==> src/rtl/nco_pkg.sv <==
package nco_pkg;

   localparam int REG_W      = 32;
   localparam int FINE_W     = 2;
   localparam int MIN_COARSE = 2;

   typedef enum logic [2:0] {
      RSEL_CTL,
      RSEL_DIV,
      RSEL_INCA,
      RSEL_INCB,
      RSEL_INIT,
      RSEL_NONE
   } rsel_e;

   // Byte offsets of the channel registers; a full match is required.
   function automatic rsel_e addr_decode(input logic [REG_W-1:0] a);
      case (a)
         32'd0:   return RSEL_CTL;
         32'd4:   return RSEL_DIV;
         32'd8:   return RSEL_INCA;
         32'd12:  return RSEL_INCB;
         32'd16:  return RSEL_INIT;
         default: return RSEL_NONE;
      endcase
   endfunction

endpackage

==> src/rtl/nco_regs.sv <==
module nco_regs
   import nco_pkg::*;
#(
   parameter int ADDR_W = 5,
   parameter int LFSR_W = 11,
   parameter int ACC_W  = 32
) (
   input  logic              clk,
   input  logic              rst_n,
   input  logic              wr_en,
   input  logic [ADDR_W-1:0] wr_addr,
   input  logic [REG_W-1:0]  wr_data,
   input  logic [ADDR_W-1:0] rd_addr,
   output logic [REG_W-1:0]  rd_data,
   output logic              en,
   output logic [LFSR_W-1:0] coarse_state,
   output logic [FINE_W-1:0] fine,
   output logic [ACC_W-1:0]  inc_a,
   output logic [ACC_W-1:0]  inc_b,
   output logic [ACC_W-1:0]  init
);

   localparam int DIV_W = FINE_W + LFSR_W;

   logic             en_q;
   logic [DIV_W-1:0] div_q;
   logic [ACC_W-1:0] inca_q, incb_q, init_q;
   rsel_e            wsel, rsel;

   assign wsel = addr_decode(REG_W'(wr_addr));
   assign rsel = addr_decode(REG_W'(rd_addr));

   always_ff @(posedge clk or negedge rst_n) begin
      if (!rst_n) begin
         en_q   <= 1'b0;
         div_q  <= '0;
         inca_q <= '0;
         incb_q <= '0;
         init_q <= '0;
      end else if (wr_en) begin
         case (wsel)
            RSEL_CTL:  en_q   <= wr_data[REG_W-1];
            RSEL_DIV:  div_q  <= wr_data[DIV_W-1:0];
            RSEL_INCA: inca_q <= wr_data[ACC_W-1:0];
            RSEL_INCB: incb_q <= wr_data[ACC_W-1:0];
            RSEL_INIT: init_q <= wr_data[ACC_W-1:0];
            default:   ;
         endcase
      end
   end

   always_comb begin
      rd_data = '0;
      case (rsel)
         RSEL_CTL:  rd_data[REG_W-1]   = en_q;
         RSEL_DIV:  rd_data[DIV_W-1:0] = div_q;
         RSEL_INCA: rd_data[ACC_W-1:0] = inca_q;
         RSEL_INCB: rd_data[ACC_W-1:0] = incb_q;
         RSEL_INIT: rd_data[ACC_W-1:0] = init_q;
         default:   rd_data = '0;
      endcase
   end

   assign en           = en_q;
   assign fine         = div_q[FINE_W-1:0];
   assign coarse_state = div_q[DIV_W-1:FINE_W];
   assign inc_a        = inca_q;
   assign inc_b        = incb_q;
   assign init         = init_q;

endmodule

==> src/rtl/nco_half_timer.sv <==
// Times one half of an output period: an LFSR phase stepping once per two
// ticks, then a short binary tail that absorbs the fixed offset and extra ticks.
module nco_half_timer
   import nco_pkg::*;
#(
   parameter int                LFSR_W    = 11,
   parameter logic [LFSR_W-1:0] TAP_MASK  = 11'h500,
   parameter logic [LFSR_W-1:0] LFSR_SEED = 11'h7FF
) (
   input  logic              clk,
   input  logic              rst_n,
   input  logic              load,
   input  logic [LFSR_W-1:0] coarse_state,
   input  logic [2:0]        extra,
   input  logic              tick,
   output logic              done
);

   localparam int                TAIL_MAX  = 2 * (MIN_COARSE + 1) + 3;
   localparam int                REM_W     = $clog2(TAIL_MAX + 1);
   localparam logic [REM_W-1:0]  BASE_ZERO = REM_W'(2 * MIN_COARSE);
   localparam logic [REM_W-1:0]  BASE_SEED = REM_W'(2 * (MIN_COARSE + 1));

   logic [LFSR_W-1:0] lfsr_q, lfsr_step;
   logic              sub_q, tail_q;
   logic [REM_W-1:0]  rem_q, rem_load;
   logic              direct_tail;

   assign lfsr_step   = {1'b0, lfsr_q[LFSR_W-1:1]} ^ (lfsr_q[0] ? TAP_MASK : '0);
   assign direct_tail = (coarse_state == '0) || (coarse_state == LFSR_SEED);
   assign rem_load    = ((coarse_state == '0) ? BASE_ZERO : BASE_SEED)
                        + REM_W'(extra) - REM_W'(1);
   assign done        = tick && tail_q && (rem_q == '0);

   always_ff @(posedge clk or negedge rst_n) begin
      if (!rst_n) begin
         lfsr_q <= '0;
         sub_q  <= 1'b0;
         tail_q <= 1'b0;
         rem_q  <= '0;
      end else if (load) begin
         lfsr_q <= coarse_state;
         sub_q  <= 1'b0;
         tail_q <= direct_tail;
         rem_q  <= rem_load;
      end else if (tick) begin
         if (!tail_q) begin
            if (sub_q) begin
               lfsr_q <= lfsr_step;
               sub_q  <= 1'b0;
               if (lfsr_step == LFSR_SEED) tail_q <= 1'b1;
            end else begin
               sub_q <= 1'b1;
            end
         end else if (rem_q != '0) begin
            rem_q <= rem_q - REM_W'(1);
         end
      end
   end

endmodule

==> src/rtl/nco_phase_acc.sv <==
module nco_phase_acc #(
   parameter int ACC_W = 32
) (
   input  logic             clk,
   input  logic             rst_n,
   input  logic             load,
   input  logic [ACC_W-1:0] init,
   input  logic             advance,
   input  logic [ACC_W-1:0] inc_a,
   input  logic [ACC_W-1:0] inc_b,
   output logic [ACC_W-1:0] acc,
   output logic             msb_next
);

   logic [ACC_W-1:0] acc_q, acc_d, sum;

   assign sum      = acc_q + (acc_q[ACC_W-1] ? inc_b : inc_a);
   assign acc_d    = load ? init : (advance ? sum : acc_q);
   assign msb_next = acc_d[ACC_W-1];
   assign acc      = acc_q;

   always_ff @(posedge clk or negedge rst_n) begin
      if (!rst_n) acc_q <= '0;
      else        acc_q <= acc_d;
   end

endmodule

==> src/rtl/nco_channel.sv <==
module nco_channel
   import nco_pkg::*;
#(
   parameter int                ADDR_W    = 5,
   parameter int                LFSR_W    = 11,
   parameter logic [LFSR_W-1:0] TAP_MASK  = 11'h500,
   parameter logic [LFSR_W-1:0] LFSR_SEED = 11'h7FF,
   parameter int                ACC_W     = 32,
   parameter bit                OUT_FLOP  = 1'b1
) (
   input  logic              clk,
   input  logic              rst_n,
   input  logic              wr_en,
   input  logic [ADDR_W-1:0] wr_addr,
   input  logic [31:0]       wr_data,
   input  logic [ADDR_W-1:0] rd_addr,
   output logic [31:0]       rd_data,
   output logic              clk_out
);

   generate
      if (LFSR_W < 3 || LFSR_W > REG_W - FINE_W) begin : g_bad_lfsr
         $error("nco_channel: LFSR_W out of range");
      end
      if (ACC_W < 2 || ACC_W > REG_W) begin : g_bad_acc
         $error("nco_channel: ACC_W out of range");
      end
      if (ADDR_W < 5) begin : g_bad_addr
         $error("nco_channel: ADDR_W too small for the register map");
      end
      if (LFSR_SEED == '0) begin : g_bad_seed
         $error("nco_channel: LFSR end state must be nonzero");
      end
   endgenerate

   logic              en;
   logic [LFSR_W-1:0] coarse_state;
   logic [FINE_W-1:0] fine;
   logic [ACC_W-1:0]  inc_a, inc_b, init, acc_q;
   logic              msb_next;
   logic              run_q, half_q;
   logic              tick, prime, done, load_second, period_end, timer_load;
   logic [2:0]        e_sum, x_lo, x_hi, extra;
   logic              run_d, half_d;

   nco_regs #(.ADDR_W(ADDR_W), .LFSR_W(LFSR_W), .ACC_W(ACC_W)) u_regs (
      .clk          (clk),
      .rst_n        (rst_n),
      .wr_en        (wr_en),
      .wr_addr      (wr_addr),
      .wr_data      (wr_data),
      .rd_addr      (rd_addr),
      .rd_data      (rd_data),
      .en           (en),
      .coarse_state (coarse_state),
      .fine         (fine),
      .inc_a        (inc_a),
      .inc_b        (inc_b),
      .init         (init)
   );

   assign tick        = run_q & en;
   assign prime       = en & ~run_q;
   assign load_second = done & ~half_q;
   assign period_end  = done & half_q;
   assign timer_load  = prime | done;

   nco_phase_acc #(.ACC_W(ACC_W)) u_acc (
      .clk      (clk),
      .rst_n    (rst_n),
      .load     (prime),
      .init     (init),
      .advance  (period_end),
      .inc_a    (inc_a),
      .inc_b    (inc_b),
      .acc      (acc_q),
      .msb_next (msb_next)
   );

   // Extra ticks of a period split between its halves; the low half takes the odd one.
   assign e_sum = 3'(fine) + 3'(msb_next);
   assign x_lo  = e_sum >> 1;
   assign x_hi  = e_sum - x_lo;
   assign extra = load_second ? x_hi : x_lo;

   nco_half_timer #(.LFSR_W(LFSR_W), .TAP_MASK(TAP_MASK), .LFSR_SEED(LFSR_SEED)) u_timer (
      .clk          (clk),
      .rst_n        (rst_n),
      .load         (timer_load),
      .coarse_state (coarse_state),
      .extra        (extra),
      .tick         (tick),
      .done         (done)
   );

   assign run_d  = en;
   assign half_d = prime ? 1'b0 : (done ? ~half_q : half_q);

   always_ff @(posedge clk or negedge rst_n) begin
      if (!rst_n) begin
         run_q  <= 1'b0;
         half_q <= 1'b0;
      end else begin
         run_q  <= run_d;
         half_q <= half_d;
      end
   end

   generate
      if (OUT_FLOP) begin : g_out_flop
         logic out_q;
         always_ff @(posedge clk or negedge rst_n) begin
            if (!rst_n) out_q <= 1'b0;
            else        out_q <= run_d & ~half_d;
         end
         assign clk_out = out_q;
      end else begin : g_out_gate
         assign clk_out = run_q & ~half_q;
      end
   endgenerate

endmodule

==> config.mk <==
export PLATFORM = sky130hd
export DESIGN_NAME = nco_channel
export DESIGN_NICKNAME = d
export VERILOG_FILES = /design/src/rtl/nco_pkg.sv /design/src/rtl/nco_regs.sv /design/src/rtl/nco_half_timer.sv /design/src/rtl/nco_phase_acc.sv /design/src/rtl/nco_channel.sv
export SDC_FILE = /design/constraint.sdc
export NUM_CORES = 1
export LEC_CHECK = 0
export CAP_MARGIN = 5
export CORE_MARGIN = 2
export CORE_UTILIZATION = 61
export DETAILED_ROUTE_END_ITERATION = 8
export PLACE_DENSITY = 0.83
export SYNTH_ARGS = -nofsm -noshare
export SYNTH_HDL_FRONTEND = slang
export SYNTH_SLANG_ARGS = --single-unit
==> constraint.sdc <==
create_clock -name clk -period 13.6 [get_ports clk]
set_input_delay 2.72 -clock clk [delete_from_list [all_inputs] [get_ports clk]]
set_output_delay 2.72 -clock clk [all_outputs]
set_load 0.01 [all_outputs]
==> metrics.csv <==
stage;metric;value;unit
floorplan;Die ar.;16800;µm²
routing;DRC;0;
timing;clock skew;0.0109;ns
routing;remaining antenna violation count after routing;0;
run;maximum capacitance violations;0;
routing;Post-Route WL;23500;µm
floorplan;core area;15300;µm²
cells_and_area;Post-Layout Cell Count;1211;
worst_setup_path;CP required;10.88;ns
timing;relative slew slack;20.8;%
worst_setup_path;CP endpoint kind;output port;
global_route;initial antenna violation count;0;
clocking;Resize count post-CTS;0;
timing;Hold Violations, Final;0;
pwr;Power Density;183;nW/µm²
clocking;clock latency at the later pin of the worst-skew pair;0.44;ns
synthesis;Mean Syn Cell Area;10.3;µm²
synthesis;Seq cells post-synth;162;
worst_setup_path;arrival time at the worst endpoint;5.65;ns
clocking;clk slew on worst S/H paths;0.07;ns
global_route;met3 usage;6.52;%
pwr;total power;2.03;mW
min_path;worst hold path class;register to register;
global_route;grt peak-use layer;met2;
timing;Final period util;61.5;%
synthesis;synth unique cells;66;
synthesis;post-synthesis sequential area ratio;42.1;%
timing;fmax;120;MHz
cells_and_area;filler instances;1108;
timing;Worst-Margin Slew;1.19;ns
clocking;Hold Buf Count CTS;0;
clocking;Post-CTS Repair Setup Buffers;0;
timing;hold slack;0.520;ns
floorplan;die width;130;µm
synthesis;Syn Std Cell Area;9630;µm²
worst_setup_path;CP Launch Type;primary input;
synthesis;Synth top area share;42.1;%
clocking;CTS tree;yes;
routing;First-pass DRT Iterations;4;
global_route;vias in the first global route;7598;
cells_and_area;Nets;1075;
cells_and_area;cell area after layout;11100;µm²
place;pre-CTS setup slack;5.35;ns
routing;DR vias/cell;6.21;
synthesis;Post-Syn Instances;935;
global_route;grt total ovfl;0;
timing;setup TNS;0;ns
cells_and_area;ANT cells;0;
timing;# setup viols final;0;
clocking;Clock Root Buffer;clkbuf_16;
cells_and_area;layout cells sized above 1;20.4;%
place;DP Wirelength;15600;µm
clocking;Sink Count;162;
synthesis;fraction of registers with async set/reset;100;%
synthesis;Most used DFF post-synth;dfrtp_1;
place;GP Congestion;0.961;
routing;routed via count;7516;
pwr;Lkg Pwr;4.99;nW
pwr;peak supply drop;0.147;mV
synthesis;largest area contributor in the netlist;dfrtp_1;
global_route;met1 global-route usage;39.3;%
place;buffers added on ports;77;
timing;post-route minimum period;8.37;ns
floorplan;IO Pins;78;
clocking;H-tree depth;4;
synthesis;Syn. warnings;0;
status;status;complete, no violations;
floorplan;number of rows created at floorplan;45;
routing;WL per Instance;19.4;µm
timing;RSZ-0062 raised after global routing;no;
routing;initial DRC count;539;
cells_and_area;Layout Utilization;72.5;%
clocking;Num CTS Buffers;17;
clocking;Clock Tree Buf Depth;2;
synthesis;ranking of synthesized cells by area;dfrtp_1 (42%), mux2_2 (16%), mux2i_1 (5.7%);
worst_setup_path;Crit Path Class;primary input to output port;
synthesis;Post-synth EDFFs;0;
global_route;first-pass GRT wire length;39000;µm
floorplan;Die H;130;µm
global_route;GRT Util Overall;29.9;%
synthesis;Syn Nets;1023;
cells_and_area;synthesis-to-layout area growth;15.4;%
place;Inst Count DP;1179;
place;area post-placement;10500;µm²
global_route;routing usage on met2;48.5;%
global_route;largest net degree at the start of global routing;94;
floorplan;Initial Util;62.9;%
timing;fin worst setup slack;5.23;ns
worst_setup_path;worst-path fanout max;34;
timing;Max Slew Vio Count;0;
cell usage in the layout, fill, tap and decap left out, types with 4 or more instances in the layout:
master	count
dfrtp_1	162
mux2_2	141
nand2_1	93
o21ai_0	80
clkdlybuf4s50_1	75
mux2i_1	55
a21oi_1	55
nor2_1	46
ha_1	40
inv_1	21
and3_1	17
clkbuf_16	17
nand4_1	15
a22oi_1	14
buf_4	11
nand3_1	10
xor2_1	10
xnor2_1	9
nor4_1	7
nor3_1	7
a21o_1	7
a31oi_1	7
clkbuf_8	6
or3_1	5
clkinvlp_4	5
o31ai_1	4
nor2b_1	4
o21a_1	4
critical path: stages:
cell and delay [ns]:
buf_2 0.87, nor3b_1 0.92, buf_4 0.32, a22oi_1 0.08, o21ai_0 0.13, clkdlybuf4s50_1 0.59
per-layer routing:
| metal | part of all wire [%] | wire (µm) |
|---|---|---|
| met2 | 48 | 11400 |
| met5 | 0 | 0 |
| met3 | 5.5 | 1290 |
| met4 | 3.0 | 712 |
| met1 | 43 | 10100 |
where the power goes:
part	total, mW	switching, mW	internal [mW]	leakage [nW]
registers	0.726	0.115	0.611	2.07
clock network	0.466	0.202	0.264	0.270
logic	0.842	0.469	0.374	2.65
state kept, by name, indices dropped and copies added, names as in the netlist, 4 cells and up:
signal / cells
u_acc.acc: 32
u_regs.div_q: 13
u_regs.inc_a: 32
u_regs.inc_b: 32
u_regs.init: 32
u_timer.lfsr_q: 11
u_timer.rem_q: 4
cell families after synthesis:
logic type               after synthesis  synth area share (%)
AND/OR/NAND/NOR                      223                  10.9
AO/OA/AOI/OAI                        214                  13.9
multiplexers                         197                  22.4
flip-flops                           162                  42.1
buffers and inverters                 76                  3.13
adder cells (fa/ha/maj)               43                  5.82
XOR/XNOR                              19                  1.73
other                                  1                0.0389
final timing paths:
| check | start | endpoint | slack (ns) | depth (start not counted) |
|---|---|---|---|---|
| worst min-delay path | u_timer.lfsr_q[6]$_DFFE_PN0P_ | u_timer.lfsr_q[6]$_DFFE_PN0P_ | 0.52 | 2 |
| worst min register to register | u_timer.lfsr_q[6]$_DFFE_PN0P_ | u_timer.lfsr_q[6]$_DFFE_PN0P_ | 0.52 | 2 |
| max in group asynchronous | rst_n | u_regs.init[16]$_DFFE_PN0P_ | 9.84 | 2 |
| worst max-delay path | rd_addr[2] | rd_data[12] | 5.23 | 6 |
| worst max register to register | u_acc.acc[31]$_DFF_PN0_ | u_timer.rem_q[2]$_DFFE_PN0P_ | 7.64 | 22 |
| min in group asynchronous | rst_n | u_timer.rem_q[3]$_DFFE_PN0P_ | 2.33 | 1 |
synthesized netlist by cell type, types with 4 or more instances:
master and instances:
buf_2 7, o21a_1 4, xor2_1 10, o31ai_1 4, nand4_1 15, a21oi_1 55
ha_1 40, nor2_1 46, nor2b_1 5, mux2i_1 55, inv_1 21, nand3_1 11
or3_1 5, a31oi_1 7, a21o_1 7, nand2_1 93, mux2_2 141, clkbuf_1 40
buf_1 7, and3_1 17, xnor2_1 9, nor3_1 7, a22oi_1 14, o21ai_0 80
dfrtp_1 162, nor4_1 7
cell type report:
cell class | instances | area (µm²) | share of cell area (%)
Sequential cell | 162 | 4050 | 36.5
Clock inverter | 9 | 72.6 | 0.653
Clock buffer | 23 | 508 | 4.57
Timing Repair Buffer | 88 | 850 | 7.65
Multi-Input combinational cell | 697 | 5280 | 47.6
Inverter | 21 | 78.8 | 0.710
Tap cell | 211 | 264 | 2.38
Note: power is estimated with default switching activity, not from simulation.
